[src/rtl/mealyPairPkg.sv]
package mealyPairPkg;
  localparam int IN_W    = 3;
  localparam int STATE_W = 3;
  localparam int CODE_W  = 2;
  localparam int OUT_W   = 5;
  localparam int PAGE_W  = STATE_W - 1;

  localparam logic [STATE_W-1:0] ST_H = 3'b000;
  localparam logic [STATE_W-1:0] ST_P = 3'b010;
  localparam logic [STATE_W-1:0] ST_Q = 3'b100;
  localparam logic [STATE_W-1:0] ST_S = 3'b101;
  localparam logic [STATE_W-1:0] ST_T = 3'b110;

  // strobes from control to the decoder stage
  typedef struct packed {
    logic              legal;
    logic [PAGE_W-1:0] page;
    logic [CODE_W-1:0] code;
  } strobe_t;
endpackage

[src/rtl/mealyPairControl.sv]
module mealyPairControl
  import mealyPairPkg::*;
(
  input  logic               clk,
  input  logic               rst,
  input  logic [IN_W-1:0]    xIn,
  output logic [STATE_W-1:0] stateQ,
  output strobe_t            stb
);
  logic [STATE_W-1:0] stateD;
  logic [CODE_W-1:0]  codeD;
  logic               legalD;
  logic c1, c2, c3;

  assign c1 = xIn[0];
  assign c2 = xIn[1];
  assign c3 = xIn[2];

  always_comb begin
    stateD = ST_H;
    codeD  = '0;
    legalD = 1'b1;
    case (stateQ)
      ST_H: begin
        if (c2 && c1)  begin stateD = ST_P; codeD = 2'b00; end
        else if (c2)   begin stateD = ST_Q; codeD = 2'b01; end
        else           begin stateD = ST_S; codeD = 2'b10; end
      end
      ST_P: begin
        if (c2)        begin stateD = ST_Q; codeD = 2'b00; end
        else           begin stateD = ST_S; codeD = 2'b01; end
      end
      ST_Q: begin
        if (c2)        begin stateD = ST_Q; codeD = 2'b00; end
        else if (c3)   begin stateD = ST_T; codeD = 2'b01; end
        else           begin stateD = ST_S; codeD = 2'b00; end
      end
      ST_S: begin
        if (c3)        begin stateD = ST_T; codeD = 2'b10; end
        else           begin stateD = ST_Q; codeD = 2'b11; end
      end
      ST_T: begin
        if (c1)        begin stateD = ST_H; codeD = 2'b10; end
        else if (c3)   begin stateD = ST_T; codeD = 2'b01; end
        else           begin stateD = ST_S; codeD = 2'b00; end
      end
      default: begin
        stateD = ST_H;
        codeD  = '0;
        legalD = 1'b0;
      end
    endcase
  end

  always_ff @(posedge clk or posedge rst) begin
    if (rst) stateQ <= ST_H;
    else     stateQ <= stateD;
  end

  assign stb.legal = legalD;
  assign stb.page  = stateQ[STATE_W-1:1];
  assign stb.code  = codeD;

  // from H with c2 low the machine lands in S
  assert_h_to_s_R3: assert property (@(posedge clk) disable iff (rst)
    (stateQ == ST_H && !xIn[1]) |=> (stateQ == ST_S));
  // P is always left for Q or S
  assert_p_exits_R4: assert property (@(posedge clk) disable iff (rst)
    (stateQ == ST_P) |=> (stateQ == ST_Q || stateQ == ST_S));
  // S with c3 high goes to T
  assert_s_to_t_R6: assert property (@(posedge clk) disable iff (rst)
    (stateQ == ST_S && xIn[2]) |=> (stateQ == ST_T));
  // T with c1 high returns home
  assert_t_home_R7: assert property (@(posedge clk) disable iff (rst)
    (stateQ == ST_T && xIn[0]) |=> (stateQ == ST_H));
endmodule

[src/rtl/mealyPairDecoder.sv]
module mealyPairDecoder
  import mealyPairPkg::*;
(
  input  logic             clk,
  input  logic             rst,
  input  strobe_t          stb,
  output logic [OUT_W-1:0] yQ
);
  logic [OUT_W-1:0] yD;

  always_comb begin
    yD = '0;
    if (stb.legal) begin
      case ({stb.page, stb.code})
        4'b00_00: yD = 5'b10000;
        4'b00_01: yD = 5'b11000;
        4'b00_10: yD = 5'b01000;
        4'b01_00: yD = 5'b11000;
        4'b01_01: yD = 5'b01000;
        4'b10_00: yD = 5'b01000;
        4'b10_01: yD = 5'b01100;
        4'b10_10: yD = 5'b00110;
        4'b10_11: yD = 5'b00000;
        4'b11_00: yD = 5'b01100;
        4'b11_01: yD = 5'b00110;
        4'b11_10: yD = 5'b10001;
        default:  yD = '0;
      endcase
    end
  end

  always_ff @(negedge clk or posedge rst) begin
    if (rst) yQ <= '0;
    else     yQ <= yD;
  end

  // a cleared output stays cleared until the first falling edge after reset
  assert_reset_quiet_R1: assert property (@(negedge clk)
    $fell(rst) |-> (yQ == '0));
endmodule

[src/rtl/mealyPairCtrl.sv]
module mealyPairCtrl
  import mealyPairPkg::*;
(
  input  logic             clk,
  input  logic             rst,
  input  logic [IN_W-1:0]  condIn,
  output logic [OUT_W-1:0] uopOut
);
  logic [STATE_W-1:0] stateQ;
  strobe_t            stb;

  mealyPairControl u_ctrl (
    .clk(clk), .rst(rst), .xIn(condIn), .stateQ(stateQ), .stb(stb)
  );

  mealyPairDecoder u_dec (
    .clk(clk), .rst(rst), .stb(stb), .yQ(uopOut)
  );

  // T with c1 high yields 10001 on the following falling-edge capture
  assert_t_out_R7: assert property (@(negedge clk) disable iff (rst)
    (stateQ == ST_T && condIn[0]) |=> (uopOut == 5'b10001));
  // S with c3 low yields an all-zero output
  assert_s_quiet_R6: assert property (@(negedge clk) disable iff (rst)
    (stateQ == ST_S && !condIn[2]) |=> (uopOut == 5'b00000));
endmodule

[config.mk]
export PLATFORM = sky130hd
export DESIGN_NAME = mealyPairCtrl
export DESIGN_NICKNAME = d
export VERILOG_FILES = /design/src/rtl/mealyPairPkg.sv /design/src/rtl/mealyPairControl.sv /design/src/rtl/mealyPairDecoder.sv /design/src/rtl/mealyPairCtrl.sv
export SDC_FILE = /design/constraint.sdc
export NUM_CORES = 1
export LEC_CHECK = 0
export ABC_AREA = 0
export BUFFER_PORTS_ARGS = -buffer_cell sky130_fd_sc_hd__buf_2
export CORE_MARGIN = 5
export CORE_UTILIZATION = 40
export CTS_BUF_LIST = sky130_fd_sc_hd__clkbuf_8
export CTS_CLUSTER_DIAMETER = 120
export DETAILED_ROUTE_END_ITERATION = 10
export PLACE_DENSITY = 0.61
export RECOVER_POWER = 100
export SYNTH_ARGS = -nofsm -noshare
export SYNTH_HDL_FRONTEND = slang
export SYNTH_SLANG_ARGS = --single-unit
[constraint.sdc]
create_clock -name clk -period 2.2 [get_ports clk]
set_clock_uncertainty 0.15 [all_clocks]
set_input_delay 0.66 -clock clk [delete_from_list [all_inputs] [get_ports clk]]
set_output_delay 0.66 -clock clk [all_outputs]
set_load 0.02 [all_outputs]
Word-level counts from Yosys, hierarchy flattened
Memories as Yosys holds them, arrays and structs flattened. Index checks and enable logic that the tools add are counted.

Flip-flop bits (word level): 8. Bits in read-only memories: 80. Input bits: 5. Output and inout port bits: 5. Logic and storage cells: 27. Memories: 1.

Memory list: (name not given) (depth 16, bits a word 5, rd ports 1, clocked after memory_dff 0, write ports 0, RTL line mealyPairDecoder.sv:14) `case ({stb.page, stb.code})`.

Equality and inequality tests: 4. Muxes and demuxes: 17. Reductions and logical operators: 3.

Operator list (number): 3-bit one-hot mux with 5 select lines (1); 2-bit two-way mux (6); 2-bit one-hot mux with 5 select lines (1); 3-bit equality test, second input constant (3); 3-bit two-way mux (3); 1-bit two-way mux (5); 5-bit two-way mux (1); 5-bit OR reduction (1); 3-bit by 2-bit equality test with 1-bit output, second input constant (1); 3-bit zero test (1); 1-bit logical AND (1).

Logic depth before layout (Yosys ltp)
Gate-level depths: netlist (run 1). An unclocked memory read counts as a cell.

Word-level depth: 5. Mapped depth: 8. Mapped depth without buffers: 7.

By module
A second synthesis (run 1) with hierarchy kept.

Cells, all modules: 64. Area, all modules: 599.3 um^2.

By module, submodules not included: mealyPairControl (instances 1, cells each 35, area an instance 307.8 um^2); mealyPairDecoder (instances 1, cells each 29, area an instance 291.5 um^2).

==> key figures, run 1 <==
Outcome
  – Status: finished with violations
  – Violated checks: negative setup slack

Layout
  – Area Growth Syn to Fin: 39.9%
  – Fin util: 61.2%
  – Share of layout cells above drive strength 1: 45.2%
  – ANT cells: 0
  – Layout Nets: 93

Synthesis
  – Yosys reg bits: 8
  – Net Count, Synth: 68
  – Yosys cell types: 29
  – Avg Cell Area, Syn: 9.72 µm²
  – Synthesized cell area: 583 µm²
  – Sequential fraction of the synthesis area: 34.3%
  – Cells after Synth: 60
  – Yosys warnings: 0

Drt
  – DR pass1 iterations: 4
  – Routed Antenna Nets: 0
  – Number of remaining DRC errors: 0
  – Total Routed Length: 1.19 mm
  – Vias per cell: 5.45
  – Initial DRC count: 11
  – Via count: 540
  – Routed WL per cell: 12.1 µm

Placed design
  – PortBufs: 9
  – Final GP Congestion: 0.873
  – HPWL Detailed: 954 µm

CTS
  – Root buf cell: clkbuf_8
  – CTS Buf Count: 3
  – H-tree Lvls: 1
  – Worst skew pair latency: 0.23 ns
  – CTS Buffer Depth: 2
  – CTS clock-pin slew for the worst setup and hold paths: 0.04 ns
  – CTS tree: yes
  – Setup bufs post-CTS: 0
  – Clock sink total: 8

Job
  – Reported max-cap violation count: 0

Die
  – Chip Width: 48.2 µm
  – Die height: 48.2 µm
  – Die area: 2320 µm²
  – Ports: 10
  – Initial Util: 43.7%
  – Row cnt: 13
  – Core Footprint: 1330 µm²

Setup path
  – Setup CP Type: in -> reg
  – CP Launch Type: input pin
  – Crit end category: flop
  – CP arrival: 1.75 ns
  – R2R Setup Slk: -0.67 ns
  – Worst reg2reg startpoint: u_ctrl.stateQ[2]
  – CP startpoint: condIn[1]
  – End of the critical path: u_dec.yQ[2]
  – Worst-path fanout max: 5
  – Reg2reg end: u_dec.yQ[4]
  – Worst reg-to-reg path cell count: 6
  – CP required: 1.05 ns

Global route
  – First-pass GRT wire length: 1.92 mm
  – Total GRT Usage: 12.3%
  – Overflow after GRT: 0
  – Largest net degree at the start of global routing: 12
  – Number of global-route vias before repair: 489
  – Initial antenna violation count: 0

Power
  – PwrDens: 1460 nW/µm²
  – Sw Ratio: 40.3%
  – Share of power burned in the clock network: 14.9%
  – Tot Pwr: 1.19 mW
  – Combinational power share: 59.7%
  – VDD IR-drop max: 0.000866 V
  – P_int: 713 µW
  – Switch Pwr: 481 µW
  – Flop pwr share: 25.5%
  – Pleak: 0.396 nW

Timing
  – Final hold violation count: 0
  – Final worst slack: -0.696 ns
  – Slew HR: 84.1%
  – RSZ-0062 raised after global routing: true
  – Slew Limit Fails: 0
  – Final setup vio count: 10
  – Worst Max-Slew Pin Slew: 0.239 ns

Min path
  – Worst hold path class: in -> async
## through the flow
stage | hold WS, ns | setup slack [ns] | cell area [µm²] | TNS (ns) | instances
6_report | 0.383 | -0.696 | 816 | -5.49 | 99
2_1_floorplan | 0.326 | -0.902 | 592 | -5.10 | 60
3_3_place_gp | 0.646 | -1.01 | 711 | -5.89 | 95
4_1_cts | 0.401 | -0.697 | 815 | -5.50 | 99
3_5_place_dp | 0.647 | -1.02 | 711 | -5.92 | 95
5_1_grt | 0.441 | -0.758 | 816 | -5.91 | 99
## routing by layer
layer  GRT usage [%]  vias up  wire length, µm
met5               0        -                0
met4            5.38        0               13
met3            5.54        2               77
met2            21.1       19              568
met1            12.7      254              535
li1                -      265                -
## cells in the final DEF (no fill, tap or decap), drive strengths merged, types with 2 or more instances in the layout
cell / instances
nor2: 7
nand2: 3
buf: 24
nor3b: 2
dfrtn: 5
dfrtp: 3
inv: 6
nand3b: 2
o21ai: 2
o22ai: 2
a311oi: 3
ha: 3
nor3: 2
a21o: 2
a21oi: 5
clkbuf: 4
## cell usage after synthesis, drive strengths merged
| library cell | count | share of area, % |
|---|---|---|
| a211oi | 1 | 1.3 |
| a21o | 2 | 2.6 |
| a21oi | 5 | 4.3 |
| a311oi | 3 | 6.7 |
| a31oi | 1 | 1.1 |
| a41oi | 1 | 1.5 |
| and2b | 1 | 1.5 |
| and4b | 1 | 1.9 |
| buf | 5 | 11 |
| dfrtn | 5 | 21 |
| dfrtp | 3 | 13 |
| ha | 3 | 6.4 |
| inv | 5 | 3.2 |
| mux2i | 1 | 1.7 |
| nand2 | 3 | 1.9 |
| nand3b | 2 | 2.6 |
| nor2 | 7 | 4.5 |
| nor3 | 2 | 2.6 |
| nor3b | 2 | 3.4 |
| o211ai | 1 | 1.3 |
| o21ai | 2 | 1.7 |
| o22ai | 2 | 2.1 |
| o31a | 1 | 1.5 |
| o31ai | 1 | 1.3 |
## what timing repair did
action                                  CTS  global route
hold buffers                              0             0
endpoints found under the setup margin   10            10
gates cloned                              0             0
gates resized for setup                  19             2
pin swaps                                 4             2
## worst max-delay path, cell delays in order
cell      delay [ns]
buf_8           0.10
nor3b_4         0.14
a311oi_2        0.22
o31ai_1         0.12
ha_1            0.30
nor2_1          0.04
a21oi_1         0.11
nor2_1          0.05
## worst min path at each step
stage	slack, ns	end	depth (start not counted)	start
2_1_floorplan	0.33	u_ctrl.stateQ[0]	1	rst
3_3_place_gp	0.65	u_ctrl.stateQ[1]	3	rst
3_5_place_dp	0.65	u_ctrl.stateQ[0]	3	rst
4_1_cts	0.40	u_ctrl.stateQ[0]	3	rst
5_1_grt	0.44	u_ctrl.stateQ[0]	3	rst
6_report	0.38	u_ctrl.stateQ[0]	3	rst
## power groups by stage
stage                     registers (mW)  clock network (mW)  logic, mW
after floorplan                    0.298                   0      0.487
after global placement             0.287                   0      0.663
after detailed placement           0.284                   0      0.671
after CTS                          0.296               0.184      0.715
after global routing               0.314               0.196      0.784
final                              0.304               0.177      0.712
## sequential cells by signal (all words and copies together), names as in the netlist
signal	count
u_ctrl.stateQ	3
u_dec.yQ	5
## area by class of cell
class | instances | area (µm²)
inverters | 5 | 18.8
flip-flops and latches | 8 | 203
clock buffers | 3 | 41.3
multi-input cells | 42 | 318
well taps | 15 | 18.8
fillers | 122 | 518
clock inverters | 1 | 3.75
repair buffers | 25 | 213
## logic make-up (layout without fill, tap and decap cells)
| kind of cell | Yosys count | in the layout | share of synthesized area, % |
|---|---|---|---|
| and+or+nand+nor | 18 | 18 | 18.5 |
| adders and majority gates | 3 | 3 | 6.44 |
| DFF | 8 | 8 | 34.3 |
| AOI/OAI and AO/OA | 20 | 20 | 25.3 |
| muxes | 1 | 1 | 1.72 |
| buffers and inverters | 10 | 34 | 13.7 |
(Power assumes the default switching activity.)
==> inputs of run 2 (changes only) <==
CTS_CLUSTER_DIAMETER = 60   (was 120)
SKIP_LAST_GASP = 1   (was not set)
==> key figures, run 2 (synthesis results as in run 1) <==
Outcome
  – Violated checks: negative setup slack
  – Status: finished with violations

Drt
  – Number of remaining DRC errors: 0 (unchanged)
  – Routed WL per cell: 12.1 µm (about the same)
  – Initial DRC count: 11 (unchanged)
  – Via count: 540 (unchanged)
  – Total Routed Length: 1.20 mm (about the same)
  – Routed Antenna Nets: 0 (unchanged)
  – DR pass1 iterations: 4 (unchanged)
  – Vias per cell: 5.45 (unchanged)

Placed design
  – Placed Area: 711 µm² (unchanged)
  – HPWL Detailed: 954 µm (unchanged)
  – Final GP Congestion: 0.873 (unchanged)
  – PortBufs: 9 (unchanged)

Die
  – Die height: 48.2 µm (unchanged)
  – Ports: 10 (unchanged)
  – Initial Util: 43.7% (unchanged)
  – Die area: 2320 µm² (unchanged)
  – Chip Width: 48.2 µm (unchanged)
  – Row cnt: 13 (unchanged)
  – Core Footprint: 1330 µm² (unchanged)

Global route
  – First-pass GRT wire length: 1.92 mm (unchanged)
  – Overflow after GRT: 0 (unchanged)
  – Largest net degree at the start of global routing: 12 (unchanged)
  – Number of global-route vias before repair: 489 (unchanged)
  – Total GRT Usage: 12.3% (unchanged)
  – Initial antenna violation count: 0 (unchanged)

Setup path
  – CP Launch Type: input pin
  – Cells along the critical path: buf_6, nor3b_4, a311oi_2, o31ai_1, ha_1, nor2_1, a21oi_1, nor2_1
  – Largest stage delay, worst path: 0.30 ns (about the same)
  – Setup CP Type: in -> reg
  – Crit end category: flop
  – CP required: 1.05 ns (about the same)
  – CP arrival: 1.75 ns (about the same)
  – CP max stage cell: ha_1
  – Cell mode on critical path: nor2_1
  – Worst-path fanout max: 5 (unchanged)

Timing
  – Slew Limit Fails: 0 (unchanged)
  – Final worst slack: -0.697 ns (-0.00124 ns)
  – Final hold violation count: 0 (unchanged)
  – Final setup vio count: 10 (unchanged)
  – Worst Max-Slew Pin Slew: 0.239 ns (+0.0000815 ns)
  – RSZ-0062 raised after global routing: true
  – Slew HR: 84.1% (about the same)
  – WHS: 0.383 ns (-0.00000700 ns)

Power
  – VDD IR-drop max: 0.000865 V (-0.12%)
  – Tot Pwr: 1.19 mW (-0.17%)
  – Pleak: 0.394 nW (-0.37%)
  – PwrDens: 1470 nW/µm² (+0.29%)

Layout
  – Layout Nets: 93 (unchanged)
  – Cell area after layout: 812 µm² (-0.46%)
  – Most frequent cells in the layout: buf_4, nor2_1, inv_1, buf_6
  – ANT cells: 0 (unchanged)
  – Area Growth Syn to Fin: 39.3%
  – Share of layout cells above drive strength 1: 45.2% (unchanged)
  – Largest Register: u_dec.yQ
  – Top Registers: u_dec.yQ: 5 flops, u_ctrl.stateQ: 3 flops
  – Commonest non-fill, non-tap cell in the layout: buf_4
  – Max reg flops: 5 (unchanged)

CTS
  – CTS Buffer Depth: 2 (unchanged)
  – CTS Hold Bufs: 0 (unchanged)
  – CTS clock-pin slew for the worst setup and hold paths: 0.04 ns (about the same)
  – Clock sink total: 8 (unchanged)
  – Root buf cell: clkbuf_8
  – CTS tree: yes
  – H-tree Lvls: 1 (unchanged)
  – Worst skew pair latency: 0.23 ns (about the same)
  – CTS Buf Count: 3 (unchanged)
  – Setup bufs post-CTS: 0 (unchanged)

Job
  – Reported max-cap violation count: 0 (unchanged)

Min path
  – Worst hold path class: in -> async
[run 2: changes by cell type in the layout (fill, tap and decap cells not counted)]
cell,delta
buf_6,+1
buf_8,-1
[run 2: routing by layer]
metal / vias up / GRT usage (%) / wire length (µm)
met4: 0 / 5.38 / 13
li1: 265 / - / -
met1: 254 / 12.7 / 532
met2: 19 / 21.1 / 570
met3: 2 / 5.54 / 77
met5: - / 0 / 0
[run 2: power by group]
group | switching [mW] | internal (mW)
clock network | 0.0567 | 0.121
logic | 0.337 | 0.374
registers | 0.0870 | 0.217
[run 2: final timing paths]
kind / from / endpoint / slack, ns / cells after the start
hold reg to reg: u_ctrl.stateQ[1] / u_ctrl.stateQ[2] / 0.57 / 2
setup / recovery: condIn[1] / u_dec.yQ[2] / -0.70 / 8
max in group asynchronous: rst / u_dec.yQ[4] / 0.54 / 2
setup reg to reg: u_ctrl.stateQ[2] / u_dec.yQ[4] / -0.64 / 6
hold / removal: rst / u_ctrl.stateQ[0] / 0.38 / 3
min in group clk: u_ctrl.stateQ[1] / u_ctrl.stateQ[2] / 0.57 / 2
[run 2: critical path, delay by kind of cell]
family,cells,cell delay [ns]
AOI/OAI and AO/OA,3,0.45
adders and majority gates,1,0.30
buffers and inverters,1,0.11
and+or+nand+nor,3,0.23
[run 2: what timing repair did]
action / in CTS / in global routing
pin swaps: 3 / 1
endpoints found under the setup margin: 10 / 10
gates resized for setup: 18 / 2
[run 2: cell type report]
cell class	instances	area (µm²)
fillers	124	522
multi-input cells	42	318
repair buffers	25	209
flip-flops and latches	8	203
clock buffers	3	41.3
inverters	5	18.8
well taps	15	18.8
clock inverters	1	3.75
[run 2: stage by stage]
| step | util [%] | setup slack [ns] | cells | TNS [ns] |
|---|---|---|---|---|
| 6_report | 60.9 | -0.697 | 99 | -5.50 |
| 4_1_cts | 60.8 | -0.699 | 99 | -5.51 |
| 2_1_floorplan | - | -0.902 | 60 | -5.10 |
| 3_5_place_dp | 53.3 | -1.02 | 95 | -5.92 |
| 5_1_grt | 60.9 | -0.760 | 99 | -5.93 |
| 3_3_place_gp | 53.3 | -1.01 | 95 | -5.89 |
==> inputs of run 3 (changes only) <==
ABC_AREA = 1   (was 0)
CORE_AREA = 5 5 42 44   (was not set)
CORE_MARGIN = not set   (was 5)
CORE_UTILIZATION = not set   (was 40)
DIE_AREA = 0 0 47 49   (was not set)
PLACE_DENSITY = not set   (was 0.61)
clock period = 2.9 ns   (was 2.2 ns; I/O delays follow)
==> key figures, run 3 <==
Setup path
  – Cell mode on critical path: nand2_2
  – Cells along the critical path: buf_8, inv_8, nand2_4, o21ai_2, nand2_2, nand3_4, ha_4, nand2_2, nand2_2, a22oi_2, nand2_1, inv_1
  – Worst-path fanout max: 4 (-1)
  – CP arrival: 1.87 ns (+0.12 ns)
  – CP max stage cell: ha_4
  – CP Launch Type: input pin
  – Crit end category: flop
  – Setup CP Type: in -> reg
  – CP required: 1.40 ns (+0.35 ns)
  – Largest stage delay, worst path: 0.27 ns (-0.03 ns)

Layout
  – Layout Nets: 111 (+19%)
  – Area Growth Syn to Fin: 89.8%
  – Max reg flops: 5 (unchanged)
  – ANT cells: 0 (unchanged)
  – Cell area after layout: 955 µm² (+18%)
  – Share of layout cells above drive strength 1: 62.7% (+18 points)
  – Commonest non-fill, non-tap cell in the layout: buf_4
  – Largest Register: u_dec.yQ
  – Fin util: 68.1% (+7.2 points)
  – Top Registers: u_dec.yQ: 5 flops, u_ctrl.stateQ: 3 flops
  – Most frequent cells in the layout: buf_4, inv_1, buf_6

Outcome
  – Violated checks: negative setup slack
  – Status: finished with violations

Synthesis
  – Synthesized cell area: 503 µm² (-14%)
  – Cells after Synth: 65 (+8.3%)
  – Most common cell in the synthesized netlist: inv_1
  – Post-synth top area cell: dfrtn_1
  – Yosys warnings: 0 (unchanged)
  – Yosys cell types: 21 (-28%)
  – Net Count, Synth: 73 (+7.4%)
  – Number of enable flip-flop cells after synthesis: 0 (unchanged)
  – Sequential fraction of the synthesis area: 39.8% (+5.5 points)
  – Synth cell count leaders: inv_1, nand2_1, nand3_1
  – Avg Cell Area, Syn: 7.74 µm² (-20%)
  – Yosys reg bits: 8 (unchanged)
  – Top_reg_cell synth: dfrtn_1
  – Post-synth top area share: 24.9% (+3.4 points)
  – Synth area leaders: dfrtn_1, dfrtp_1, inv_1, nand3_1, ha_1
  – Ys async rst share: 100% (unchanged)

Job
  – Reported max-cap violation count: 0 (unchanged)

Power
  – PwrDens: 1240 nW/µm² (-15%)
  – Pleak: 0.486 nW (+23%)
  – Tot Pwr: 1.19 mW (-0.46%)
  – VDD IR-drop max: 0.000617 V (-29%)

Die
  – Chip Width: 47 µm (-2.4%)
  – Ports: 10 (unchanged)
  – Row cnt: 14 (+1)
  – Die height: 49 µm (+1.7%)
  – Core Footprint: 1400 µm² (+5.1%)
  – Die area: 2300 µm² (-0.79%)
  – Initial Util: 35.9% (-7.8 points)

Drt
  – DR pass1 iterations: 4 (unchanged)
  – Initial DRC count: 9 (-2)
  – Number of remaining DRC errors: 0 (unchanged)
  – Routed WL per cell: 14.2 µm (+18%)
  – Total Routed Length: 1.68 mm (+41%)
  – Vias per cell: 4.97 (-9.0%)
  – Routed Antenna Nets: 0 (unchanged)
  – Via count: 586 (+8.5%)

Placed design
  – PortBufs: 9 (unchanged)
  – Final GP Congestion: 0.795 (-8.9%)
  – Placed Area: 723 µm² (+1.8%)
  – HPWL Detailed: 1.03 mm (+8.2%)

Global route
  – Number of global-route vias before repair: 571 (+17%)
  – Largest net degree at the start of global routing: 9 (-3)
  – Initial antenna violation count: 0 (unchanged)
  – Overflow after GRT: 0 (unchanged)
  – First-pass GRT wire length: 2.55 mm (+33%)
  – Total GRT Usage: 15.9% (+3.7 points)

CTS
  – H-tree Lvls: 1 (unchanged)
  – CTS Buffer Depth: 2 (unchanged)
  – Worst skew pair latency: 0.24 ns (about the same)
  – Root buf cell: clkbuf_8
  – CTS Buf Count: 3 (unchanged)
  – Clock sink total: 8 (unchanged)
  – CTS clock-pin slew for the worst setup and hold paths: 0.05 ns (about the same)
  – CTS tree: yes

Timing
  – RSZ-0062 raised after global routing: true
  – Slew Limit Fails: 0 (unchanged)
  – Slew HR: 77.7% (-6.4 points)
  – WHS: 0.427 ns (+0.0437 ns)
  – Final setup vio count: 10 (unchanged)
  – Final hold violation count: 0 (unchanged)
  – Final worst slack: -0.461 ns (+0.236 ns)
  – Worst Max-Slew Pin Slew: 0.334 ns (+0.0950 ns)

Min path
  – Worst hold path class: in -> async
## run 3: cell families (layout without fill, tap and decap cells)
family          count (synthesis)  count (layout)  share of synthesized area [%]
compound gates                  9               9                           11.7
flops                           8               8                           39.8
simple gates                   31              31                           30.3
buf+inv                        14              51                           10.7
fa+ha+maj                       3               3                           7.46
## run 3: repair_timing
item	4_1_cts	5_1_grt
pin swaps	10	6
resized for setup	30	6
hold buffers	0	0
endpoints found under the setup margin	10	10
buffers inserted	2	4
## run 3: layer usage
metal / vias up / wire (µm) / GRT usage, %
met2: 27 / 886 / 27.4
li1: 286 / - / -
met3: 4 / 85 / 3.32
met4: 0 / 36 / 8.29
met1: 269 / 671 / 17.2
met5: - / 0 / 0
## run 3: report_power, final
group	internal, mW	total [mW]	switching, mW	leakage, nW
Sequential	0.165	0.213	0.0477	0.0997
Clock	0.0923	0.144	0.0516	0.0269
Combinational	0.402	0.830	0.428	0.359
Total	0.659	1.19	0.527	0.486
## run 3: cell type report
type	count	area (µm²)
clock buffer	3	41.3
multi-input combinational	43	349
sequential	8	201
clock inverter	1	3.75
fill	114	447
tap	16	20.0
inverter	13	56.3
timing repair buffer	34	283
## run 3: per-stage QoR
step,instances,setup WS [ns],TNS [ns]
after floorplan,65,-0.542,-2.33
after detailed placement,108,-0.797,-3.95
final,118,-0.461,-3.48
after global routing,118,-0.511,-3.86
after CTS,114,-0.411,-3.31
after global placement,108,-0.783,-3.84
## run 3: final timing paths
path / endpoint / slack [ns] / from / depth (start not counted)
min in group clk: u_ctrl.stateQ[1] / 0.62 / u_ctrl.stateQ[0] / 3
max in group asynchronous: u_dec.yQ[2] / 0.56 / rst / 2
worst max register to register: u_dec.yQ[3] / -0.41 / u_ctrl.stateQ[0] / 11
worst max-delay path: u_dec.yQ[3] / -0.46 / condIn[1] / 12
worst min-delay path: u_ctrl.stateQ[2] / 0.43 / rst / 2
worst min register to register: u_ctrl.stateQ[1] / 0.62 / u_ctrl.stateQ[0] / 3
## run 3: worst max-delay path, delay by kind of cell
| family | cells | cell delay (ns) |
|---|---|---|
| fa+ha+maj | 1 | 0.27 |
| buf+inv | 3 | 0.16 |
| compound gates | 2 | 0.12 |
| simple gates | 6 | 0.43 |
